`src/rtl/sdram_col_pkg.sv`:
```
package sdram_col_pkg;
  typedef enum logic [2:0] {
    LEN_1  = 3'b000,
    LEN_2  = 3'b001,
    LEN_4  = 3'b010,
    LEN_8  = 3'b011,
    LEN_PG = 3'b111
  } len_code_e;

  localparam int MODE_W   = 5;
  localparam int ORD_BIT  = 3;
  localparam int CL3_BIT  = 4;
endpackage

```
`src/rtl/col_mode_dec.sv`:
```
module col_mode_dec
  import sdram_col_pkg::*;
#(
  parameter int COL_W = 9
) (
  input  logic [MODE_W-1:0] mode_i,
  output logic [COL_W-1:0]  mask_o,
  output logic              full_o,
  output logic              ok_o,
  output logic              ord_o,
  output logic              cl3_o
);
  always_comb begin
    mask_o = '0;
    full_o = 1'b0;
    ok_o   = 1'b1;
    case (mode_i[2:0])
      LEN_1:   mask_o = '0;
      LEN_2:   mask_o = COL_W'(1);
      LEN_4:   mask_o = COL_W'(3);
      LEN_8:   mask_o = COL_W'(7);
      LEN_PG:  begin
        mask_o = '1;
        full_o = 1'b1;
      end
      default: ok_o = 1'b0;
    endcase
  end

  assign ord_o = mode_i[ORD_BIT];
  assign cl3_o = mode_i[CL3_BIT];
endmodule

```
`src/rtl/col_addr_gen.sv`:
```
module col_addr_gen #(
  parameter int COL_W = 9
) (
  input  logic [COL_W-1:0] base_i,
  input  logic [COL_W-1:0] idx_i,
  input  logic [COL_W-1:0] mask_i,
  input  logic             ilv_i,
  output logic [COL_W-1:0] addr_o
);
  logic [COL_W-1:0] lin;
  logic [COL_W-1:0] pick;

  always_comb begin
    lin    = base_i + idx_i;
    pick   = ilv_i ? (base_i ^ idx_i) : lin;
    addr_o = (base_i & ~mask_i) | (pick & mask_i);
  end
endmodule

```
`src/rtl/col_tail_cnt.sv`:
```
module col_tail_cnt #(
  parameter int TAIL_W = 2
) (
  input  logic clk,
  input  logic rst_n,
  input  logic load_i,
  input  logic cl3_i,
  output logic vld_o
);
  logic [TAIL_W-1:0] cnt_q, cnt_d;
  logic              cnt_en;

  always_comb begin
    cnt_en = load_i || (cnt_q != '0);
    if (load_i) cnt_d = cl3_i ? TAIL_W'(2) : TAIL_W'(1);
    else        cnt_d = cnt_q - TAIL_W'(1);
  end

  always_ff @(posedge clk or negedge rst_n) begin
    if (!rst_n)      cnt_q <= '0;
    else if (cnt_en) cnt_q <= cnt_d;
  end

  assign vld_o = (cnt_q != '0);
endmodule

```
`src/rtl/sdram_col_seq.sv`:
```
module sdram_col_seq
  import sdram_col_pkg::*;
#(
  parameter int COL_W  = 9,
  parameter int TAIL_W = 2
) (
  input  logic              clk,
  input  logic              rst_n,
  input  logic [MODE_W-1:0] mode_i,
  input  logic              start_i,
  input  logic [COL_W-1:0]  start_col_i,
  input  logic              start_ap_i,
  input  logic              stop_i,
  input  logic              cas_i,
  input  logic [COL_W-1:0]  cas_col_i,
  input  logic              pre_i,
  output logic [COL_W-1:0]  col_o,
  output logic              beat_vld_o,
  output logic              done_o,
  output logic              tail_vld_o,
  output logic              ap_err_o
);
  // reset: asserted asynchronously, released on a clock edge
  logic [1:0] rst_sync_q;
  logic       rst_s;
  always_ff @(posedge clk or negedge rst_n) begin
    if (!rst_n) rst_sync_q <= 2'b00;
    else        rst_sync_q <= {rst_sync_q[0], 1'b1};
  end
  assign rst_s = rst_sync_q[1];

  // decoded mode of the live input
  logic [COL_W-1:0] dec_mask;
  logic             dec_full, dec_ok, dec_ord, dec_cl3;

  col_mode_dec #(.COL_W(COL_W)) i_dec (
    .mode_i (mode_i),
    .mask_o (dec_mask),
    .full_o (dec_full),
    .ok_o   (dec_ok),
    .ord_o  (dec_ord),
    .cl3_o  (dec_cl3)
  );

  // burst state
  logic             act_q, act_d;
  logic             ap_q, ap_d;
  logic [COL_W-1:0] base_q, base_d;
  logic [COL_W-1:0] idx_q, idx_d;
  logic [COL_W-1:0] mask_q;
  logic             full_q, ord_q, cl3_q;
  logic             term_q, err_q;

  logic acc_start, terminate, restart, last_beat, ap_viol, st_en;

  always_comb begin
    acc_start = start_i && !act_q && dec_ok;
    terminate = act_q && (stop_i || (pre_i && !ap_q));
    restart   = act_q && cas_i && !ap_q && !terminate;
    last_beat = act_q && !full_q && (idx_q == mask_q);
    ap_viol   = act_q && ap_q && (cas_i || pre_i);
    st_en     = acc_start || act_q;

    act_d  = act_q;
    ap_d   = ap_q;
    base_d = base_q;
    idx_d  = idx_q;
    if (acc_start) begin
      act_d  = 1'b1;
      ap_d   = start_ap_i;
      base_d = start_col_i;
      idx_d  = '0;
    end else if (terminate) begin
      act_d  = 1'b0;
    end else if (restart) begin
      ap_d   = 1'b0;
      base_d = cas_col_i;
      idx_d  = '0;
    end else if (last_beat) begin
      act_d  = 1'b0;
    end else begin
      idx_d  = idx_q + COL_W'(1);
    end
  end

  always_ff @(posedge clk or negedge rst_s) begin
    if (!rst_s) begin
      act_q  <= 1'b0;
      ap_q   <= 1'b0;
      base_q <= '0;
      idx_q  <= '0;
    end else if (st_en) begin
      act_q  <= act_d;
      ap_q   <= ap_d;
      base_q <= base_d;
      idx_q  <= idx_d;
    end
  end

  // mode captured only at burst start
  always_ff @(posedge clk or negedge rst_s) begin
    if (!rst_s) begin
      mask_q <= '0;
      full_q <= 1'b0;
      ord_q  <= 1'b0;
      cl3_q  <= 1'b0;
    end else if (acc_start) begin
      mask_q <= dec_mask;
      full_q <= dec_full;
      ord_q  <= dec_ord;
      cl3_q  <= dec_cl3;
    end
  end

  always_ff @(posedge clk or negedge rst_s) begin
    if (!rst_s) begin
      term_q <= 1'b0;
      err_q  <= 1'b0;
    end else begin
      term_q <= terminate;
      err_q  <= ap_viol;
    end
  end

  logic [COL_W-1:0] beat_addr;
  col_addr_gen #(.COL_W(COL_W)) i_addr (
    .base_i (base_q),
    .idx_i  (idx_q),
    .mask_i (mask_q),
    .ilv_i  (ord_q && !full_q),
    .addr_o (beat_addr)
  );

  col_tail_cnt #(.TAIL_W(TAIL_W)) i_tail (
    .clk    (clk),
    .rst_n  (rst_s),
    .load_i (terminate),
    .cl3_i  (cl3_q),
    .vld_o  (tail_vld_o)
  );

  assign beat_vld_o = act_q;
  assign col_o      = act_q ? beat_addr : '0;
  assign done_o     = last_beat || term_q;
  assign ap_err_o   = err_q;

  // assertions
  p_idle_col_r1: assert property (@(posedge clk) disable iff (!rst_s)
    !beat_vld_o |-> (col_o == '0));

  p_last_ends_r5: assert property (@(posedge clk) disable iff (!rst_s)
    (beat_vld_o && done_o && !stop_i && !pre_i && !cas_i) |=> !beat_vld_o);

  p_page_wrap_r6: assert property (@(posedge clk) disable iff (!rst_s)
    (act_q && full_q && !stop_i && !pre_i && !cas_i && (col_o == '1))
      |=> (beat_vld_o && col_o == '0 && !done_o));

  p_stop_r7: assert property (@(posedge clk) disable iff (!rst_s)
    (beat_vld_o && stop_i) |=> (!beat_vld_o && done_o && tail_vld_o));

  p_cas_r8: assert property (@(posedge clk) disable iff (!rst_s)
    (beat_vld_o && cas_i && !ap_q && !stop_i && !pre_i)
      |=> (beat_vld_o && col_o == $past(cas_col_i)));

  p_ap_flag_r10: assert property (@(posedge clk) disable iff (!rst_s)
    (beat_vld_o && ap_q && (cas_i || pre_i) && !stop_i)
      |=> (ap_err_o && $stable(base_q)));
endmodule

```
`config.mk`:
```
export PLATFORM = sky130hd
export DESIGN_NAME = sdram_col_seq
export DESIGN_NICKNAME = d
export VERILOG_FILES = /design/src/rtl/sdram_col_pkg.sv /design/src/rtl/col_mode_dec.sv /design/src/rtl/col_addr_gen.sv /design/src/rtl/col_tail_cnt.sv /design/src/rtl/sdram_col_seq.sv
export SDC_FILE = /design/constraint.sdc
export NUM_CORES = 1
export LEC_CHECK = 0
export BUFFER_PORTS_ARGS = -buffer_cell sky130_fd_sc_hd__buf_2
export CAP_MARGIN = 10
export CORE_MARGIN = 8
export CORE_UTILIZATION = 30
export CTS_CLUSTER_SIZE = 40
export DETAILED_ROUTE_END_ITERATION = 8
export GPL_TIMING_DRIVEN = 0
export SETUP_SLACK_MARGIN = 0.3
export SLEW_MARGIN = 30
export SYNTH_ARGS = -nofsm -noshare
export SYNTH_HDL_FRONTEND = slang
export SYNTH_SLANG_ARGS = --single-unit
```
`constraint.sdc`:
```
create_clock -name clk -period 2.6 [get_ports clk]
set_input_delay 0.13 -clock clk [delete_from_list [all_inputs] [get_ports clk]]
set_output_delay 0.13 -clock clk [all_outputs]
set_load 0.05 [all_outputs]
```
After elaboration in Yosys (flattened, before gate mapping)
Cells that the tools add are included.
{"block": "word_totals", "regBits": 38}
{"block": "op_classes", "n_mux": 21, "n_bitwise": 5, "addsub": 3, "reduce_logical": 29, "eq_ne": 8}
{"cell": "9-bit 2-to-1 mux", "n": 9}
{"cell": "9-bit one-hot mux with 4 select lines", "n": 1}
{"cell": "9-bit AND", "n": 2}
{"cell": "1-bit logical AND", "n": 12}
{"cell": "9-bit by 1-bit adder with 9-bit output, second input constant", "n": 1}
{"cell": "9-bit adder", "n": 1}
{"cell": "9-bit == test", "n": 1}
{"cell": "1-bit 2-to-1 mux", "n": 9}
{"cell": "9-bit inverter", "n": 1}
{"cell": "9-bit bitwise OR", "n": 1}
{"cell": "3-bit AND reduction", "n": 3}
{"cell": "9-bit XOR", "n": 1}
{"cell": "3-bit by 2-bit == test with 1-bit output, second input constant", "n": 2}
{"cell": "1-bit logical OR", "n": 5}
{"cell": "5-bit OR reduction", "n": 1}
{"cell": "1-bit zero test", "n": 4}
{"cell": "2-bit 2-to-1 mux", "n": 2}
{"cell": "2-bit nonzero test", "n": 2}
{"cell": "3-bit by 1-bit == test with 1-bit output, second input constant", "n": 1}
{"cell": "3-bit == test, second input constant", "n": 1}
{"cell": "3-bit zero test", "n": 1}
{"cell": "3-bit by 2-bit != test with 1-bit output, second input constant", "n": 1}
{"cell": "3-bit != test, second input constant", "n": 1}
{"cell": "3-bit nonzero test", "n": 1}
{"cell": "2 further kinds", "n": 2}

Depth between registers and ports, before layout
{"block": "depth", "ltp_word": 9, "mapped_depth": 8}

Modules after synthesis
From an unflattened synthesis, not the netlist that was laid out.
{"block": "hier_totals", "cells_unflattened": 262, "area_unflattened_um2": 2583.7}
{"module": "sdram_col_seq", "area_each_um2": 1848.0, "cells_each": 167, "n_inst": 1}
{"module": "col_addr_gen", "area_each_um2": 519.2, "cells_each": 67, "n_inst": 1}
{"module": "col_tail_cnt", "area_each_um2": 118.9, "cells_each": 12, "n_inst": 1}
{"module": "col_mode_dec", "area_each_um2": 97.6, "cells_each": 16, "n_inst": 1}

Worst setup path after synthesis
OpenSTA, ideal clock, no wires.
{"block": "synth_timing", "kind": "reg2out", "startpoint": "register idx_q[0]", "endpoint": "output port col_o[8]", "arrival_time_ps": 2563, "required_time_ps": 2470, "stages_incl_launch_ff": 8, "setup_slack_ps": -93, "path_buffers": 0, "path_cell_list": "dfrtp_1 ha_1 fa_1 a211oi_1 o211ai_1 nand3_1 and3b_1 mux2i_1"}
{"block": "synth_via", "elab_chain_cells": 5}
{"element": "start, declared", "line_no": "sdram_col_seq.sv:49", "text": "logic [COL_W-1:0] idx_q, idx_d;"}
{"element": "start signal, assigned", "line_no": "sdram_col_seq.sv:96", "text": "idx_q <= idx_d;"}
{"element": "9-bit adder", "line_no": "col_addr_gen.sv:14", "text": "lin = base_i + idx_i;"}
{"element": "9-bit 2-to-1 mux", "line_no": "col_addr_gen.sv:15", "text": "pick = ilv_i ? (base_i ^ idx_i) : lin;"}
{"element": "9-bit AND", "line_no": "col_addr_gen.sv:16", "text": "addr_o = (base_i & ~mask_i) | (pick & mask_i);"}
{"element": "9-bit bitwise OR", "line_no": "col_addr_gen.sv:16"}
{"element": "9-bit 2-to-1 mux", "line_no": "sdram_col_seq.sv:143", "text": "assign col_o = act_q ? beat_addr : '0;"}
{"element": "end, declared", "line_no": "sdram_col_seq.sv:17", "text": "output logic [COL_W-1:0] col_o,"}
Every way passes these cells.

Final worst setup path
Ends and elaborated chain as after synthesis.

==> summary.txt <==
outcome: completed
relative slew slack: 0.554
routed len/inst: 14.6 um
register area: 808 sq um
total number of vias: 1942
area of the multi-input gates: 1390 sq um
IO Pins: 43
crit path DAT: 2420 ps
vias in the first global route: 1875
P_leak: 1.41 nW
Max VDD drop: 326 uV
final wirelength: 5720 um
Clock Path Buffers: 2
Post-Syn Area: 2150 sq um
Synth top area share: 0.372
clk slew on worst S/H paths: 70 ps
H-tree levels: 2
Critical Path RT: 2470 ps
worst slew pin tran: 668 ps
Final Max Slew Viols: 0
DRT antenna net count: 0
layout cells sized above 1: 0.344
syn avg cell area: 9.25 sq um
GPL Wtd Cong: 0.857
total core area: 7100 sq um
max frequency: 0.393 GHz
row cnt: 31
Netlist cell types: 49
clk_lat worst skew: 290 ps
Port Buf Inserts: 42
placed insts: 374
final non-filler cell total: 393
fin nets: 334
top_reg_cell synth: dfrtp_1
DRC: 0
via/cell ratio: 4.94
first-pass GRT wire length: 9030 um
number of diodes: 0
post-synthesis sequential area ratio: 0.372
Post-Syn Nets: 274
Final Setup Violations: 0
Finished Cell Area: 2860 sq um
post-synthesis cell count: 233
# Max-Cap Violations: 0
clock skew: 4.98 ps
Synth top cells by count: nand2_1 (35), dfrtp_1 (32), o21ai_0 (19)
wl on met1: 2560 um
final hold vios: 0
CTS root buffer: clkbuf_8
Yosys reg bits: 32
CP Capture Type: output pin
Met3 Wirelength: 302 um
count leader, synth: nand2_1
crit path kind: reg2out
max layer used: met4
worst hold path class: in2reg
P per Cell Area: 728 nW/um^2
Fillers: 697
GRT Util Overall: 0.111
worst slack, placed: 38.1 ps
Syn-to-layout area delta: 32.9%
slack of the critical path: 52.7 ps
largest net degree at the start of global routing: 31
total CTS buffers: 5
die area: 10100 sq um
CTS tree: built
total grt overflow: 0
ys async rst share: 1.00
initial antenna violation count: 0
leading area contributor after synthesis: dfrtp_1
Tcrit/Tclk final: 0.980
Final Critical Period: 2550 ps
crit start category: register
Placed Area: 2500 sq um
yosys warns: 0
RSZ-0062 raised after global routing: yes
top cells by area, synth: dfrtp_1 (37%), mux2i_1 (7.9%), nand2_1 (6.1%)
Die W: 101 um
critical path peak fanout: 3
total clock sinks: 32
Starting Density: 0.304
1st-iter DRT viols: 104
met2 wire len: 2760 um
Post-synth EDFFs: 0
chip height: 101 um
HPWL after detailed placement: 4100 um
first-pass iteration count of the detailed router: 4
## stage by stage
stage	hold WS [ps]	TNS (ps)	util	total power [W]
finish	33.8	0	0.403	0.00209
global route	34.6	-71.8	0.403	0.00222
CTS	30.7	0	0.380	0.00201
detailed placement	-83.1	0	0.352	0.00147
global placement	-85.2	0	0.352	0.00145
floorplan	-166	0	-	0.00128
## worst max-delay path: stages (launching register included)
cell and delay, ps:
dfrtp_2 430, ha_4 170, fa_2 440, a211oi_4 260, o211ai_1 130, a21oi_1 130, and3b_1 200, mux2i_2 180
buf_6 180
## metal layers
layer	GRT usage	vias to the layer above
li1	-	961
met1	0.141	922
met2	0.179	49
met3	0.0249	10
met4	0.0430	0
met5	0	-
## path summary, 6_finish.rpt
| check | startpoint | to | slack (ps) | cells past startpoint |
|---|---|---|---|---|
| max | idx_q[0] | col_o[8] | 50 | 8 |
| min | mode_i[4] | cl3_q | 30 | 3 |
| max reg2reg | idx_q[1] | idx_q[6] | 700 | 7 |
| min reg2reg | rst_sync_q[1] | i_tail.cnt_q[0] | 310 | 0 |
| max in group asynchronous | rst_sync_q[1] | idx_q[0] | 1820 | 0 |
| min in group asynchronous | rst_n | rst_sync_q[1] | 150 | 2 |
## placed cells by master, fill, tap and decap left out, drive strengths merged, types with 2 or more instances in the layout
| cell type | count |
|---|---|
| nand3b | 3 |
| a2111o | 4 |
| dfrtp | 32 |
| inv | 9 |
| xor2 | 4 |
| o211a | 3 |
| o211ai | 2 |
| nor2 | 5 |
| and2 | 2 |
| a21o | 5 |
| o2111ai | 3 |
| and3 | 4 |
| nand2b | 6 |
| a211oi | 2 |
| nand2 | 35 |
| xnor2 | 2 |
| buf | 60 |
| ha | 10 |
| a21oi | 11 |
| clkbuf | 8 |
| nor3 | 3 |
| o22a | 2 |
| nor2b | 9 |
| o21ai | 20 |
| mux2 | 3 |
| nand3 | 10 |
| o21a | 2 |
| mux2i | 17 |
## cell type report
class | count | area share
clock inverters | 3 | 0.0149
plain buffers | 11 | 0.0245
inverters | 9 | 0.0118
clock buffers | 5 | 0.0240
well taps | 99 | 0.0433
repair buffers | 53 | 0.115
flip-flops and latches | 32 | 0.282
multi-input cells | 181 | 0.484
## registers in the layout, summed over array words and instances, names as in the netlist
register,count
rst_sync_q,2
idx_q,9
beat_vld_o,1
base_q,9
mask_q,3
ap_q,1
full_q,1
ord_q,1
cl3_q,1
term_q,1
i_tail.cnt_q,2
ap_err_o,1
## cell families after synthesis
group / share of synthesized area
AOI/OAI and AO/OA: 0.196
xor gates and xnor gates: 0.0244
adders and majority gates: 0.0674
buffers and inverters: 0.0482
DFF: 0.372
muxes: 0.0947
other: 0.00174
and+or+nand+nor: 0.196
## repair_timing
action                                 in CTS  in global routing
resized for setup                          20                 23
hold buffers                                1                  0
buffers inserted                            2                  8
endpoints found under the hold margin       2                  0
setup endpoints to repair                   5                  6
pin swaps                                   4                  7
## report_power, final
group	leakage, nW	internal (W)	switching, W	total (W)
clock network	0.0541	0.000284	0.000200	0.000483
registers	0.399	0.000600	0.000112	0.000713
logic	0.954	0.000387	0.000503	0.000889
Note: power is estimated with default switching activity, not from simulation.
